--- config.mk ---
export PLATFORM = sky130hd
export DESIGN_NAME = refclk_selector
export DESIGN_NICKNAME = d
export VERILOG_FILES = /design/src/rtl/refclk_selector.sv
export SDC_FILE = /design/constraint.sdc
export NUM_CORES = 1
export LEC_CHECK = 0
export CAP_MARGIN = 20
export CELL_PAD_IN_SITES_DETAIL_PLACEMENT = 0
export CELL_PAD_IN_SITES_GLOBAL_PLACEMENT = 1
export CORE_ASPECT_RATIO = 0.6
export CORE_MARGIN = 5
export CORE_UTILIZATION = 45
export DETAILED_ROUTE_END_ITERATION = 10
export PLACE_DENSITY = 0.82
export SLEW_MARGIN = 15
export SYNTH_ARGS = -nofsm -noshare
export SYNTH_HDL_FRONTEND = slang
export SYNTH_SLANG_ARGS = --single-unit
--- constraint.sdc ---
create_clock -name clk -period 10.2 [get_ports clk]
set_input_delay 1.53 -clock clk [delete_from_list [all_inputs] [get_ports clk]]
set_output_delay 1.53 -clock clk [all_outputs]
set_load 0.05 [all_outputs]
--- src/rtl/refclk_selector.sv ---
module refclk_selector #(
  parameter int QW = 8,
  parameter logic [QW-1:0] QUAL_RST = QW'(4)
) (
  input  logic       clk,
  input  logic       rst_n,
  input  logic       cfg_we,
  input  logic [1:0] cfg_addr,
  input  logic [7:0] cfg_wdata,
  input  logic [1:0] sel_pins,
  input  logic [3:0] clk_present,
  output logic [1:0] sel_idx,
  output logic       sel_valid,
  output logic       sel_change,
  output logic       holdover_req,
  output logic       freerun_req
);
  localparam logic [QW-1:0] QMAX = '1;
  localparam logic [1:0] M_NONREV = 2'b01;
  localparam logic [1:0] M_REV    = 2'b10;

  logic [1:0]    mode_q, rsel_q, zsel_q;
  logic          src_reg_q, zd_q;
  logic [7:0]    prio_q;
  logic [QW-1:0] qual_q;
  logic [1:0]    sel_q, next_sel;
  logic          chg_q, hist_q;
  logic [3:0]    elig, qual_ok;

  // R11 register write port
  always_ff @(posedge clk or negedge rst_n) begin
    if (!rst_n) begin
      mode_q    <= '0;
      src_reg_q <= 1'b0;
      rsel_q    <= '0;
      zsel_q    <= '0;
      zd_q      <= 1'b0;
      prio_q    <= 8'h55;
      qual_q    <= QUAL_RST;
    end else if (cfg_we) begin
      case (cfg_addr)
        2'd0: mode_q <= cfg_wdata[1:0];
        2'd1: begin
          src_reg_q <= cfg_wdata[0];
          rsel_q    <= cfg_wdata[2:1];
          zsel_q    <= cfg_wdata[4:3];
          zd_q      <= cfg_wdata[5];
        end
        2'd2: prio_q <= cfg_wdata;
        default: qual_q <= QW'(cfg_wdata);
      endcase
    end
  end

  for (genvar gi = 0; gi < 4; gi++) begin : g_in
    logic [QW-1:0] qcnt_q;
    always_ff @(posedge clk or negedge rst_n) begin
      if (!rst_n) qcnt_q <= '0;
      else if (!clk_present[gi]) qcnt_q <= '0;
      else if (qcnt_q != QMAX) qcnt_q <= qcnt_q + 1'b1;
    end
    assign elig[gi]    = clk_present[gi] && (prio_q[2*gi +: 2] != 2'd0) && !(zd_q && gi == 3);
    assign qual_ok[gi] = elig[gi] && (qcnt_q >= qual_q);
  end

  function automatic logic [2:0] best_of(input logic [3:0] cand, input logic [7:0] pr);
    logic [2:0] r;
    logic [1:0] bp;
    r  = '0;
    bp = '1;
    for (int i = 0; i < 4; i++) begin
      if (cand[i] && (!r[2] || pr[2*i +: 2] < bp)) begin
        r  = {1'b1, 2'(i)};
        bp = pr[2*i +: 2];
      end
    end
    return r;
  endfunction

  logic [2:0] auto_b, rev_b;
  logic [1:0] man_code, man_next, cur_prio, rev_prio;
  logic       cur_ok;

  assign auto_b   = best_of(elig, prio_q);
  assign rev_b    = best_of(qual_ok, prio_q);
  assign cur_ok   = elig[sel_q];
  assign cur_prio = prio_q[2*sel_q +: 2];
  assign rev_prio = prio_q[2*rev_b[1:0] +: 2];
  assign man_code = src_reg_q ? (zd_q ? zsel_q : rsel_q) : sel_pins;
  assign man_next = (zd_q && man_code == 2'd3) ? sel_q : man_code;

  always_comb begin
    next_sel = sel_q;
    case (mode_q)
      M_NONREV: if (!cur_ok && auto_b[2]) next_sel = auto_b[1:0];
      M_REV: begin
        if (!cur_ok && auto_b[2]) next_sel = auto_b[1:0];
        else if (cur_ok && rev_b[2] && rev_prio < cur_prio) next_sel = rev_b[1:0];
      end
      default: next_sel = man_next;
    endcase
  end

  always_ff @(posedge clk or negedge rst_n) begin
    if (!rst_n) begin
      sel_q  <= '0;
      chg_q  <= 1'b0;
      hist_q <= 1'b0;
    end else begin
      sel_q  <= next_sel;
      chg_q  <= next_sel != sel_q;
      hist_q <= hist_q | clk_present[sel_q];
    end
  end

  assign sel_idx      = sel_q;
  assign sel_change   = chg_q;
  assign sel_valid    = clk_present[sel_q];
  assign holdover_req = !sel_valid && hist_q;
  assign freerun_req  = !sel_valid && !hist_q;

  p_change_marks_move_r12: assert property (@(posedge clk) disable iff (!rst_n)
    sel_change == (sel_idx != $past(sel_idx)));
  p_fb_never_new_r4: assert property (@(posedge clk) disable iff (!rst_n)
    (sel_change && $past(zd_q)) |-> sel_idx != 2'd3);
  p_nonrev_stays_r9: assert property (@(posedge clk) disable iff (!rst_n)
    $past(mode_q == M_NONREV && cur_ok) |-> !sel_change);
  p_loss_moves_r8: assert property (@(posedge clk) disable iff (!rst_n)
    $past((mode_q == M_NONREV || mode_q == M_REV) && !cur_ok && (|elig)) |-> sel_change);
  p_revert_qualified_r10: assert property (@(posedge clk) disable iff (!rst_n)
    (sel_change && $past(mode_q == M_REV && cur_ok)) |-> ((($past(qual_ok) >> sel_idx) & 4'd1) != 4'd0));
  p_freerun_no_history_r6: assert property (@(posedge clk) disable iff (!rst_n)
    freerun_req |-> !$past(sel_valid));
endmodule

# ---- Word level (Yosys, flattened, before mapping)
# Index checks and enable logic that the tools add are counted.
dict set report classes {
  bitwise_logic 2
  order_cmp 12
  mux 33
  n_reduce_logical 47
  addsub 4
  shifts 2
  n_eq_ne 14
}
# operator count
set op_table {}
lappend op_table {{2-to-1 mux 8 bit} 8}
lappend op_table {{adder 8 x 1 -> 8 bit (second input constant)} 4}
lappend op_table {{greater-or-equal comparator 8 bit} 4}
lappend op_table {{inequality test 8 bit (second input constant)} 4}
lappend op_table {{2-to-1 mux 2 bit} 12}
lappend op_table {{2-to-1 mux 3 bit} 8}
lappend op_table {{logical AND 1 bit} 21}
lappend op_table {{indexed part select 8 x 4 -> 2 bit} 2}
lappend op_table {{less-than comparator 2 bit} 7}
lappend op_table {{logical NOT 1 bit} 10}
lappend op_table {{inequality test 2 x 1 -> 1 bit (second input constant)} 4}
lappend op_table {{AND reduction 2 bit} 4}
lappend op_table {{nonzero test 2 bit} 4}
lappend op_table {{equality test 2 bit (second input constant)} 3}
lappend op_table {{logical OR 1 bit} 6}
lappend op_table {{binary-select mux 1 bit (select 2 bit)} 2}
lappend op_table {{equality test 2 x 1 -> 1 bit (second input constant)} 2}
lappend op_table {{one-hot mux 2 bit (2 select lines)} 1}
lappend op_table {{less-than comparator 2 x 3 -> 1 bit (second input constant)} 1}
lappend op_table {{OR reduction 3 bit} 1}
lappend op_table {{logical NOT 2 bit} 1}
lappend op_table {{2-to-1 mux 1 bit} 2}
lappend op_table {{inequality test 2 bit} 1}
lappend op_table {{inverter 1 bit} 1}
lappend op_table {{OR 1 bit} 1}
dict set report word_totals {
  inputBits 19
  out_inout_bits 6
  elab_cells 128
  regBits 60
}

# ---- Depth between registers and ports, before layout
dict set report depth {
  word_depth 23
  mapped_depth 25
  mapped_depth_nobuf 25
}

# ---- Worst setup path after synthesis
# Ideal clock, no wire load.
dict set report synth_path {
  path_type {in2reg}
  startpoint {input clk_present[0]}
  endpoint {register sel_q[1] (netlist: sel_idx[1])}
  n_path_buf 1
  slack_ps 4439
  path_stages 20
  arrival_time_ps 5641
  t_required_ps 10080
  setup_ps 120
  path_cell_list {clkbuf_1 > o21a_1 > nand3_1 > o21ai_0 > o21ai_0 > ha_1 > or2_2 > a21boi_1 > a31o_1 > a21oi_1 > ha_1 > nor4_1 > o211ai_2 > a41o_2 > ha_1 > nor2_1 > o211ai_2 > a211oi_2 > o21ai_1 > a41o_1}
}
dict set report synth_between {
  elab_chain_len 21
  word_cells_on_any_way 52
  classes_between {order compare (7); shift (1); mux (20); reduce/logical (24)}
}
# item line_no
set synth_lines {}
lappend synth_lines {{from (decl)} 11} ;# input logic [3:0] clk_present,
lappend synth_lines {{logical AND 1 bit *} 62} ;# assign elig[gi] = clk_present[gi] && (prio_q[2*gi +: 2] != 2'd0) && !(zd_q && gi == 3);
lappend synth_lines {{logical AND 1 bit} 63} ;# assign qual_ok[gi] = elig[gi] && (qcnt_q >= qual_q);
lappend synth_lines {{2-to-1 mux 2 bit or 2-to-1 mux 3 bit (tied branches)} 72} ;# if (cand[i] && (!r[2] || pr[2*i +: 2] < bp)) begin
lappend synth_lines {{less-than comparator 2 bit or logical NOT 1 bit (tied branches)} 72}
lappend synth_lines {{logical OR 1 bit} 72}
lappend synth_lines {{logical AND 1 bit} 72}
lappend synth_lines {{2-to-1 mux 2 bit or 2-to-1 mux 3 bit (tied branches)} 72}
lappend synth_lines {{less-than comparator 2 bit or logical NOT 1 bit (tied branches)} 72}
lappend synth_lines {{(+6 left out)} -}
lappend synth_lines {{2-to-1 mux 3 bit} 72}
lappend synth_lines {{indexed part select 8 x 4 -> 2 bit} 88} ;# assign rev_prio = prio_q[2*rev_b[1:0] +: 2];
lappend synth_lines {{less-than comparator 2 bit} 98} ;# else if (cur_ok && rev_b[2] && rev_prio < cur_prio) next_sel = rev_b[1:0];
lappend synth_lines {{logical AND 1 bit} 98}
lappend synth_lines {{2-to-1 mux 2 bit} 98}
lappend synth_lines {{2-to-1 mux 2 bit} 97} ;# if (!cur_ok && auto_b[2]) next_sel = auto_b[1:0];
lappend synth_lines {{one-hot mux 2 bit (2 select lines) *} 94} ;# case (mode_q)
lappend synth_lines {{via next_sel[1]} 26} ;# logic [1:0] sel_q, next_sel;
lappend synth_lines {{to (signal assigned)} 110} ;# sel_q <= next_sel;
lappend synth_lines {{to (decl)} 26}
# Mark *: on every way through the listed nets, which the timed path passes. The rest lies on a longest branch. The select of a mux whose other input is x is not followed.
# A chain may end at the register's enable or synchronous reset.

# ---- Final worst setup path
dict set report layout_path {
  startpoint {input clk_present[1]}
  endpoint {register sel_q[1] (netlist: sel_idx[1])}
}
dict set report layout_between {
  elab_chain_len 18
  word_cells_on_any_way 42
  classes_between {order compare (5); shift (1); mux (16); reduce/logical (20)}
}
# item line_no
set layout_lines {}
lappend layout_lines {{logical AND 1 bit *} 62}
lappend layout_lines {{logical AND 1 bit} 63}
lappend layout_lines {{logical AND 1 bit} 72}
lappend layout_lines {{2-to-1 mux 2 bit or 2-to-1 mux 3 bit (tied branches)} 72}
lappend layout_lines {{less-than comparator 2 bit or logical NOT 1 bit (tied branches)} 72}
lappend layout_lines {{logical OR 1 bit} 72}
lappend layout_lines {{logical AND 1 bit} 72}
lappend layout_lines {{2-to-1 mux 2 bit or 2-to-1 mux 3 bit (tied branches)} 72}
lappend layout_lines {{(+3 left out)} -}
lappend layout_lines {{2-to-1 mux 3 bit} 72}
lappend layout_lines {{indexed part select 8 x 4 -> 2 bit} 88}
lappend layout_lines {{less-than comparator 2 bit} 98}
lappend layout_lines {{logical AND 1 bit} 98}
lappend layout_lines {{2-to-1 mux 2 bit} 98}
lappend layout_lines {{2-to-1 mux 2 bit} 97}
lappend layout_lines {{one-hot mux 2 bit (2 select lines) *} 94}
lappend layout_lines {{via next_sel[1]} 26}
# Marked as above.

==> impl_results.md <==
- Run status: finished, final reports clean
- Number of enable flip-flop cells after synthesis: 0
- Count of buffers from port buffering: 24
- Final non-filler cell total: 639
- Overall via count from detail_route: 3774
- Clock transition at the registers of the reported paths: 0.06 ns
- Clock buffers created by TritonCTS: 9
- GRT Residual Overflow: 0
- Worst-path cell chain: clkdlybuf4s50_1 > o21a_1 > o21ai_0 > nor2_1 > o21ai_0 > o21ai_0 > ha_1 > or2_2 > a21boi_1 > a31o_1 > a21oi_1 > ha_1 > nor4_1 > o211ai_2 > a41o_2 > ha_1 > nor2_1 > o211ai_2 > a211oi_2 > o21ai_1 > a41o_1
- Hold path startpoint: hist_q
- Slew margin rel.: 48.7%
- Number of stages on the worst setup path: 21
- Library cell with the largest summed area after synthesis: dfrtp_1
- R2R setup slack: 4.14 ns
- Via-to-Cell Ratio: 5.91
- Initial Utilization: 45.9%
- Io pins: 25
- VDD IR max: 0.0985 mV
- Fraction of final layout cells with drive strength greater than 1: 15.1%
- Clock tree buffer depth: 2
- TritonCTS sink count: 60
- Post-DR wirelength/cell: 17.9 um
- Path depth of the worst reg2reg path: 23
- Largest net degree at the start of global routing: 61
- Final instance area: 5180 um^2
- Drt drc: 0
- Measured slew at the worst slew-check pin: 0.769 ns
- Static Leak: 2.35 nW
- Core area: 9840 um^2
- Reg-to-Reg End: sel_idx[1]
- Worst min-delay path class: reg2reg
- CTS-repair resized insts: 0
- Violation count after the first detailed-route iteration: 260
- Cell area reported after detailed placement: 4900 um^2
- Sum of routed wire length over all layers: 11400 um
- Final critical-path share of the clock period: 64.2%
- Cell area after technology mapping: 4520 um^2
- Final weighted congestion of routability-driven global placement: 0.943
- Time the worst path needs with I/O delays and setup: 6.54 ns
- Overall die height: 87.6 um
- Number of diodes: 0
- Sequential share of the synthesized area: 33.4%
- Buf+Inv Stages, Crit Path: 1
- Number of hold buffers added after CTS: 0
- Warnings from Yosys: 0
- Post-DP HPWL: 8870 um
- CTS tree: done
- Area of the multi-input gates: 2840 um^2
- Ys flop type: dfrtp_1
- Synthesis-stage register bit count: 60
- Pwr dens: 181 nW/um^2
- RSZ-0062 raised after global routing: no
- Top achievable clock speed: 0.153 GHz
- Most area-consuming cells after synthesis: dfrtp_1, ha_1, mux2_2
- Yosys cell types: 74
- Post-synthesis async set-or-reset flop share: 100%
- Die width: 139 um
- Gate count of the mapped netlist: 470
- Number of nets in the final layout: 562
- Net count after synthesis: 533
- Final setup skew: 0.00655 ns
- Residual antenna-violating net count after detailed routing: 0
- Deepest level of the CTS H-tree: 3
- Kind of start point of the critical path: input port
- Kind of capture point of the worst setup path: register
- CP max-delay cell: clkdlybuf4s50_1
- Via count of the first global-routing pass: 3697
- Worst skew pair latency: 0.34 ns
- Fill cells: 883
- Clock root cell: clkbuf_16
- Detailed Routing Iterations Pass 1: 4
- Critical path peak fanout: 11
- Setup Buffers After CTS: 0
- Worst-case hold path end point: hist_q
- Reg-to-reg startpoint: qual_q[2]
- Cell Count Post-Placement: 623
- Data arrival at the endpoint of the critical path: 6.77 ns
- Worst setup path category: in2reg
- Syn_area_per_cell: 9.61 um^2
- Layout-stage area growth over the synthesis result: 14.8%
- Max-cap violations: 0
- First-pass GRT wire length: 19100 um
- Pins Over Slew Limit: 0
- Fin. Hold Viols: 0
- Total routing resource utilization after global routing: 19.8%
- Final sum of negative setup slack: 0 ns
- Max incr delay on CP: 0.71 ns
- Hold path cells: 1
- Largest delay contributor family on the critical path: compound AO/OA/AOI/OAI gates
- Final setup violation count: 0
- Final Util: 52.6%
- Num rows: 28
- Data required, critical path: 10.43 ns
- Number of antenna violations at the first check in global routing: 0
- Area taken by flip-flops and latches: 1510 um^2
- Die Outline Area: 12200 um^2
- Area share of the leading cell type in the synthesized netlist: 30.5%
[synth_stat cells (all sizes together) (2+ instances only)]
cell type  count
a2111oi        2
nor3           8
a21o           7
buf            2
nor4           4
and3          16
a2bb2oi        3
mux2i          4
nand3b         6
a41o           2
a31o           2
a31oi         10
xor2          14
clkbuf         5
a211oi         5
or3            2
o2111ai        2
mux4           5
o211ai         6
a21oi         12
a22oi          2
mux2          23
o31ai          2
o21a           7
nor2b          3
nor2          38
nand3         22
a211o          2
o211a          3
dfstp          5
a21boi         2
o22ai          3
ha            44
or2            4
nand4         13
inv           37
o21ai         38
dfrtp         55
nand2         29
nor3b          4
nand2b         2
[through the flow]
step | power, W | worst slack [ns] | hold WS (ns)
floorplan | 0.000549 | 4.44 | 0.444
global placement | 0.000640 | 3.61 | 0.458
detailed placement | 0.000650 | 3.36 | 0.467
CTS | 0.000942 | 3.72 | 0.480
global route | 0.000994 | 3.24 | 0.512
finish | 0.000939 | 3.66 | 0.482
[layer usage]
layer	track usage [%]	routed length, um	part of all wire (%)
met5	0	0	0
met4	5.60	145	1.3
met3	4.86	690	6.0
met2	29.7	4720	41
met1	28.6	5870	51
[kinds of logic after synthesis]
family          synth area share [%]
simple gates                    17.6
compound gates                  21.1
xor+xnor                        2.91
fa+ha+maj                       12.2
flops                           33.4
mux                             9.12
buf+inv                         3.71
[worst reg2reg max path: stages (launching register included)]
cell	delay, ns
dfstp_2	0.53
inv_1	0.12
ha_1	0.32
o21a_1	0.10
nor2_1	0.05
o41ai_4	0.51
nand3_1	0.19
o21ai_0	0.38
o21ai_0	0.21
ha_1	0.30
or2_2	0.31
a21boi_1	0.23
a31o_1	0.20
a21oi_1	0.09
ha_1	0.22
nor4_1	0.39
o211ai_2	0.25
a41o_2	0.32
ha_1	0.23
nor2_1	0.14
o211ai_2	0.17
a211oi_2	0.37
o21ai_1	0.10
a41o_1	0.23
[area by class of cell]
class	instances	area share [%]
flip-flops and latches	60	29.1
multi-input cells	366	54.8
clock inverters	7	1.13
inverters	37	2.68
well taps	135	3.26
clock buffers	9	4.35
repair buffers	25	4.68
[power breakdown]
part	internal [W]	switching, W
Sequential	0.000268	0.0000479
Combinational	0.000139	0.000194
Clock	0.000168	0.000121
[state kept, by name, indices dropped and copies added (netlist names)]
signal and count:
g_in.qcnt_q 32, prio_q 8, qual_q 8, mode_q 2, rsel_q 2, sel_idx 2
zsel_q 2, hist_q 1, sel_change 1, src_reg_q 1, zd_q 1
[cell usage in the layout (no fill, tap or decap), drive strengths merged, types with 3 or more instances in the layout]
cell type      count
a211oi             5
o211ai             6
o211a              3
dfrtp             55
a2bb2oi            3
xor2              14
a31oi             10
nor2b              3
a21oi             12
nor3b              4
nor4               4
nand2             29
o22ai              3
mux4               5
dfstp              5
or2                4
o21a               7
mux2              23
o21ai             38
and3              16
inv               40
clkbuf             9
nand3             22
ha                44
nor3               8
clkdlybuf4s50     23
nand3b             6
a21o               7
clkinv             3
nand4             13
nor2              38
mux2i              4
[worst max-delay path by stage]
stage,from,end,slack (ns)
2_1_floorplan,clk_present[0],sel_idx[1],4.44
3_3_place_gp,clk_present[1],sel_idx[1],3.61
3_5_place_dp,clk_present[1],sel_idx[1],3.36
4_1_cts,clk_present[1],sel_idx[1],3.72
5_1_grt,clk_present[1],sel_idx[0],3.24
6_report,clk_present[1],sel_idx[1],3.66
No activity file was read; power rests on OpenSTA's default activity.
